$ cat src/rtl/csa_pkg.sv
package csa_pkg;

  localparam int MAX_OPS = 32;
  localparam int IDX_W   = 8;
  localparam int MAX_FA  = MAX_OPS - 2;
  localparam int PLAN_W  = (3 * MAX_FA + 2) * IDX_W;

  function automatic int count_set(logic [MAX_OPS-1:0] v);
    int c = 0;
    for (int k = 0; k < MAX_OPS; k++) c += int'(v[k]);
    return c;
  endfunction

  // Elaboration-time Wallace schedule: triples per compressor, then final pair.
  // Vector ids: 0..m-1 are inputs, compressor f yields sum m+2f and carry m+2f+1.
  function automatic logic [PLAN_W-1:0] wallace_plan(int m);
    logic [PLAN_W-1:0] plan;
    int li [MAX_OPS]; int ld [MAX_OPS];
    int ri [MAX_OPS]; int rd [MAX_OPS];
    int wi [MAX_OPS]; int wd [MAX_OPS];
    int cnt, rc, wc, nc, nxt, fa, i, d;
    plan = '0;
    for (int k = 0; k < MAX_OPS; k++) begin
      li[k] = k; ld[k] = 0; ri[k] = 0; rd[k] = 0; wi[k] = 0; wd[k] = 0;
    end
    cnt = m; nxt = m; fa = 0;
    for (int lvl = 0; lvl < 4 * MAX_OPS; lvl++) begin
      if (cnt > 2) begin
        rc = 0; wc = 0;
        for (int k = 0; k < cnt; k++) begin
          if (ld[k] <= lvl) begin ri[rc] = li[k]; rd[rc] = ld[k]; rc++; end
          else              begin wi[wc] = li[k]; wd[wc] = ld[k]; wc++; end
        end
        if (rc >= 3) begin
          nc = 0; i = 0;
          while (i + 2 < rc) begin
            plan[(3*fa)*IDX_W   +: IDX_W] = IDX_W'(ri[i]);
            plan[(3*fa+1)*IDX_W +: IDX_W] = IDX_W'(ri[i+1]);
            plan[(3*fa+2)*IDX_W +: IDX_W] = IDX_W'(ri[i+2]);
            d = rd[i];
            if (rd[i+1] > d) d = rd[i+1];
            if (rd[i+2] > d) d = rd[i+2];
            li[nc] = nxt;     ld[nc] = d + 1;
            li[nc+1] = nxt+1; ld[nc+1] = d + 1;
            nc += 2; nxt += 2; fa++; i += 3;
          end
          for (; i < rc; i++) begin li[nc] = ri[i]; ld[nc] = rd[i]; nc++; end
          for (int k = 0; k < wc; k++) begin li[nc] = wi[k]; ld[nc] = wd[k]; nc++; end
          cnt = nc;
        end
      end
    end
    plan[(3*MAX_FA)*IDX_W   +: IDX_W] = IDX_W'(li[0]);
    plan[(3*MAX_FA+1)*IDX_W +: IDX_W] = IDX_W'(li[1]);
    return plan;
  endfunction

endpackage

$ cat src/rtl/csa_operand_prep.sv
module csa_operand_prep #(
  parameter int   W      = 16,
  parameter int   OPW    = 16,
  parameter logic SIGNED = 1'b0,
  parameter logic NEG    = 1'b0
) (
  input  logic [W-1:0] op_i,
  output logic [W-1:0] ext_o
);
  localparam int EW = (OPW < 1) ? 1 : ((OPW > W) ? W : OPW);
  localparam logic [W-1:0] LOW_MASK = (EW == W) ? '1 : ((W'(1) << EW) - W'(1));

  logic         fill;
  logic [W-1:0] resized;

  assign fill    = SIGNED ? op_i[EW-1] : 1'b0;
  assign resized = (op_i & LOW_MASK) | (fill ? ~LOW_MASK : '0);

  generate
    if (NEG) begin : g_neg
      assign ext_o = ~resized;
    end else begin : g_pos
      assign ext_o = resized;
    end
  endgenerate

  always_comb begin
    if (NEG) begin
      // inverted value plus one is the negative
      a_r5_negation_exact: assert (W'(ext_o + resized + W'(1)) == '0);
    end
  end
endmodule

$ cat src/rtl/csa_fa3.sv
module csa_fa3 #(
  parameter int W = 16
) (
  input  logic [W-1:0] a_i,
  input  logic [W-1:0] b_i,
  input  logic [W-1:0] c_i,
  output logic [W-1:0] sum_o,
  output logic [W-1:0] carry_o
);
  logic [W-1:0] maj;

  assign sum_o   = a_i ^ b_i ^ c_i;
  assign maj     = (a_i & b_i) | (a_i & c_i) | (b_i & c_i);
  assign carry_o = {maj[W-2:0], 1'b0};

  always_comb begin
    a_r6_fa_conserves: assert (W'(a_i + b_i + c_i) == W'(sum_o + carry_o));
  end
endmodule

$ cat src/rtl/csa_cpa.sv
module csa_cpa #(
  parameter int W = 16
) (
  input  logic [W-1:0] x_i,
  input  logic [W-1:0] y_i,
  output logic [W-1:0] s_o
);
  assign s_o = x_i + y_i;
endmodule

$ cat src/rtl/csa_tree_sum.sv
module csa_tree_sum
  import csa_pkg::*;
#(
  parameter int               N           = 6,
  parameter int               W           = 16,
  parameter logic [N-1:0][7:0] OP_W       = {8'd16, 8'd10, 8'd16, 8'd8, 8'd12, 8'd16},
  parameter logic [N-1:0]     SIGNED_MASK = 6'b011010,
  parameter logic [N-1:0]     NEG_MASK    = 6'b100110
) (
  input  logic [N-1:0][W-1:0] opnds_i,
  output logic [W-1:0]        sum_o
);
  localparam int NNEG  = count_set(MAX_OPS'(NEG_MASK));
  localparam int M     = N + ((NNEG > 0) ? 1 : 0);
  localparam int NFA   = M - 2;
  localparam int TOTAL = M + 2 * NFA;
  localparam logic [PLAN_W-1:0] PLAN = wallace_plan(M);
  localparam int FX = int'(PLAN[(3*MAX_FA)*IDX_W   +: IDX_W]);
  localparam int FY = int'(PLAN[(3*MAX_FA+1)*IDX_W +: IDX_W]);

  logic [W-1:0] vec [TOTAL];

  generate
    for (genvar i = 0; i < N; i++) begin : g_prep
      csa_operand_prep #(
        .W(W), .OPW(int'(OP_W[i])), .SIGNED(SIGNED_MASK[i]), .NEG(NEG_MASK[i])
      ) u_prep (
        .op_i (opnds_i[i]),
        .ext_o(vec[i])
      );
    end

    if (NNEG > 0) begin : g_corr
      assign vec[N] = W'(NNEG);
    end

    for (genvar k = 0; k < NFA; k++) begin : g_fa
      localparam int IA = int'(PLAN[(3*k)*IDX_W   +: IDX_W]);
      localparam int IB = int'(PLAN[(3*k+1)*IDX_W +: IDX_W]);
      localparam int IC = int'(PLAN[(3*k+2)*IDX_W +: IDX_W]);
      csa_fa3 #(.W(W)) u_fa (
        .a_i    (vec[IA]),
        .b_i    (vec[IB]),
        .c_i    (vec[IC]),
        .sum_o  (vec[M + 2*k]),
        .carry_o(vec[M + 2*k + 1])
      );
    end
  endgenerate

  csa_cpa #(.W(W)) u_cpa (
    .x_i(vec[FX]),
    .y_i(vec[FY]),
    .s_o(sum_o)
  );

  // Arithmetic model of R1 to R3, compared with the tree output.
  logic [W-1:0] model_sum;
  always_comb begin
    longint acc;
    acc = 0;
    for (int i = 0; i < N; i++) begin
      longint v;
      int ew;
      ew = (int'(OP_W[i]) > W) ? W : ((int'(OP_W[i]) < 1) ? 1 : int'(OP_W[i]));
      v = longint'(opnds_i[i]) & ((longint'(1) << ew) - 1);
      if (SIGNED_MASK[i] && opnds_i[i][ew-1]) v = v - (longint'(1) << ew);
      acc = NEG_MASK[i] ? acc - v : acc + v;
    end
    model_sum = W'(acc);
    a_r1_matches_model: assert (sum_o == model_sum);
    if (opnds_i == '0) begin
      a_r8_zero_in_zero_out: assert (sum_o == '0);
    end
  end
endmodule

$ cat config.mk
export PLATFORM = sky130hd
export DESIGN_NAME = csa_tree_sum
export DESIGN_NICKNAME = d
export VERILOG_FILES = /design/src/rtl/csa_pkg.sv /design/src/rtl/csa_operand_prep.sv /design/src/rtl/csa_fa3.sv /design/src/rtl/csa_cpa.sv /design/src/rtl/csa_tree_sum.sv
export SDC_FILE = /design/constraint.sdc
export NUM_CORES = 1
export LEC_CHECK = 0
export BUFFER_PORTS_ARGS = -buffer_cell sky130_fd_sc_hd__buf_2
export CORE_MARGIN = 5
export CORE_UTILIZATION = 47
export DETAILED_ROUTE_END_ITERATION = 6
export PLACE_DENSITY_LB_ADDON = 0.05
export SLEW_MARGIN = 20
export SYNTH_ARGS = -nofsm -noshare
export SYNTH_HDL_FRONTEND = slang
export SYNTH_SLANG_ARGS = --single-unit
$ cat constraint.sdc
create_clock -name vclk -period 7.25
set_clock_uncertainty 0.15 [all_clocks]
set_input_delay 1.45 -clock vclk [all_inputs]
set_output_delay 1.45 -clock vclk [all_outputs]
set_load 0.05 [all_outputs]
==> impl_metrics.env <==
export IMPL_whs_path_depth=6
export IMPL_coreArea_sq_um=5040
export IMPL_critPathKind="in -> out"
export IMPL_rsz0062_at_grt="no"
export IMPL_synth_nets=451
export IMPL_dr_pass1_iters=3
export IMPL_hold_start="opnds_i[63]"
export IMPL_crit_path_max_fanout=5
export IMPL_multi_input_area_sq_um=1980
export IMPL_via_per_inst=4.27
export IMPL_syn_area_per_cell_sq_um=8.95
export IMPL_portBuffers=94
export IMPL_register_area_sq_um=0
export IMPL_gp_congestion=0.752
export IMPL_fin_tns_setup_ps=0
export IMPL_initial_core_util=0.476
export IMPL_fin_nets=548
export IMPL_hpwlAfterDp_microns=3930
export IMPL_max_freq_ghz=0.147
export IMPL_yosysUniqueCellTypes=28
export IMPL_seq_cells=0
export IMPL_yosysWarnings=0
export IMPL_cap_violations=0
export IMPL_crit_path_start_kind="input port"
export IMPL_drtIter0Drc=23
export IMPL_cp_end_kind="primary output"
export IMPL_synth_top_area_share=0.434
export IMPL_grt_start_max_net_pins=6
export IMPL_fin_crit_sh=0.937
export IMPL_placed_area_sq_um=2970
export IMPL_slowest_delay_ps=560
export IMPL_die_area_sq_um=6630
export IMPL_status="finished, final reports clean"
export IMPL_cp_arrival_ps=5190
export IMPL_yosys_area_top_type="fa_1"
export IMPL_mostFrequentLayoutCells="inv_1 (111), buf_2 (94), fa_1 (52)"
export IMPL_die_h_microns=81.5
export IMPL_cp_top_family="adder cells"
export IMPL_ys_seq_area_frac=0
export IMPL_syn_cell_area_sq_um=2400
export IMPL_postLayoutCellArea_sq_um=2970
export IMPL_grt_pass1_wl_microns=6980
export IMPL_whs_endpoint="sum_o[15]"
export IMPL_post_cts_resized=0
export IMPL_drt_wl_total_microns=3980
export IMPL_postCtsSetupBuffers=0
export IMPL_fin_util=0.588
export IMPL_fp_row_count=26
export IMPL_maxSlewHeadroom=0.710
export IMPL_setup_violations=0
export IMPL_dieWidth_microns=81.5
export IMPL_fillers=482
export IMPL_vias=1849
export IMPL_crit_slowest_cell="fa_1"
export IMPL_io_pins=112
export IMPL_netlist_instances=268
export IMPL_grt_antenna_before_repair=0
export IMPL_cp_data_required_time_ps=5650
export IMPL_drt_wirelength_per_cell_microns=9.18
export IMPL_hold_viol_final=0
export IMPL_crit_path_cell_trace="buf_2 -> inv_1 -> fa_1 -> fa_1 -> inv_1 -> fa_1 -> ha_1 -> ha_1 -> a21o_1 -> a21oi_2 -> a21boi_2 -> nor2b_4 -> o41ai_4 -> mux2i_1 -> buf_2"
export IMPL_area_growth_pct=23.6
export IMPL_drv_slew=0
export IMPL_route_detailed_drc=0
export IMPL_ctsHoldBuffers=0
export IMPL_clock_buffers=0
export IMPL_period_needed_ps=6790
export IMPL_synth_area_leaders="fa_1 (43%), ha_1 (18%), inv_1 (17%)"
export IMPL_crit_top_cell="fa_1"
export IMPL_final_common_cell="inv_1"
export IMPL_num_antenna_cells=0
export IMPL_hold_path_class="in -> out"
export IMPL_worst_pin_slew_ps=430
export IMPL_drive_gt1_frac=0.273
export IMPL_grt_ovfl_total=0
export IMPL_grt_pass1_vias=1874
export IMPL_grt_usage=0.125
export IMPL_final_antenna_net_count=0
export IMPL_timing_critical_path_buf_inv=4
==> through the flow <==
stage / hold slack (ps) / setup slack, ps / std cells
after floorplan: 3390 / 275 / 268
after global placement: 3470 / 384 / 433
after detailed placement: 3470 / 447 / 433
after CTS: 3470 / 417 / 433
after global routing: 3500 / 201 / 433
final: 3460 / 460 / 433
==> cell type report <==
type	instances	share of cell area
well taps	70	0.0295
repair buffers	95	0.161
inverters	111	0.141
multi-input cells	157	0.669
==> how the worst max path moves through the flow <==
stage	start	endpoint	slack (ps)	depth (start not counted)
2_1_floorplan	opnds_i[52]	sum_o[14]	280	13
6_report	opnds_i[52]	sum_o[14]	460	15
3_3_place_gp	opnds_i[52]	sum_o[14]	380	15
4_1_cts	opnds_i[52]	sum_o[14]	420	15
5_1_grt	opnds_i[50]	sum_o[15]	200	16
3_5_place_dp	opnds_i[52]	sum_o[14]	450	15
==> logic make-up (layout without fill, tap and decap cells) <==
| logic type | Yosys count | count (layout) | share of synthesized area |
|---|---|---|---|
| AO/OA/AOI/OAI | 26 | 26 | 0.0793 |
| buffers and inverters | 111 | 206 | 0.174 |
| AND/OR/NAND/NOR | 21 | 21 | 0.0464 |
| XOR/XNOR | 22 | 22 | 0.0803 |
| adder cells (fa/ha/maj) | 87 | 87 | 0.616 |
| multiplexers | 1 | 1 | 0.00417 |
==> Yosys cell counts (2+ instances only) <==
| library cell | count |
|---|---|
| nand2_1 | 5 |
| ha_1 | 35 |
| a21o_1 | 5 |
| o21ai_0 | 3 |
| o21a_1 | 3 |
| xnor2_1 | 19 |
| nand3_1 | 2 |
| inv_1 | 111 |
| nand4_1 | 2 |
| fa_1 | 52 |
| nor2_1 | 5 |
| xor2_1 | 3 |
| a21oi_1 | 8 |
==> metal layers <==
metal  part of all wire  track usage  wire (microns)
met1               0.42        0.168            1660
met2               0.51        0.235            2010
met3              0.075      0.00548             299
met4                  0            0               0
met5                  0            0               0
Power is not shown: default switching activity piles up to over one toggle a cycle in this logic, so the estimate is an artifact.
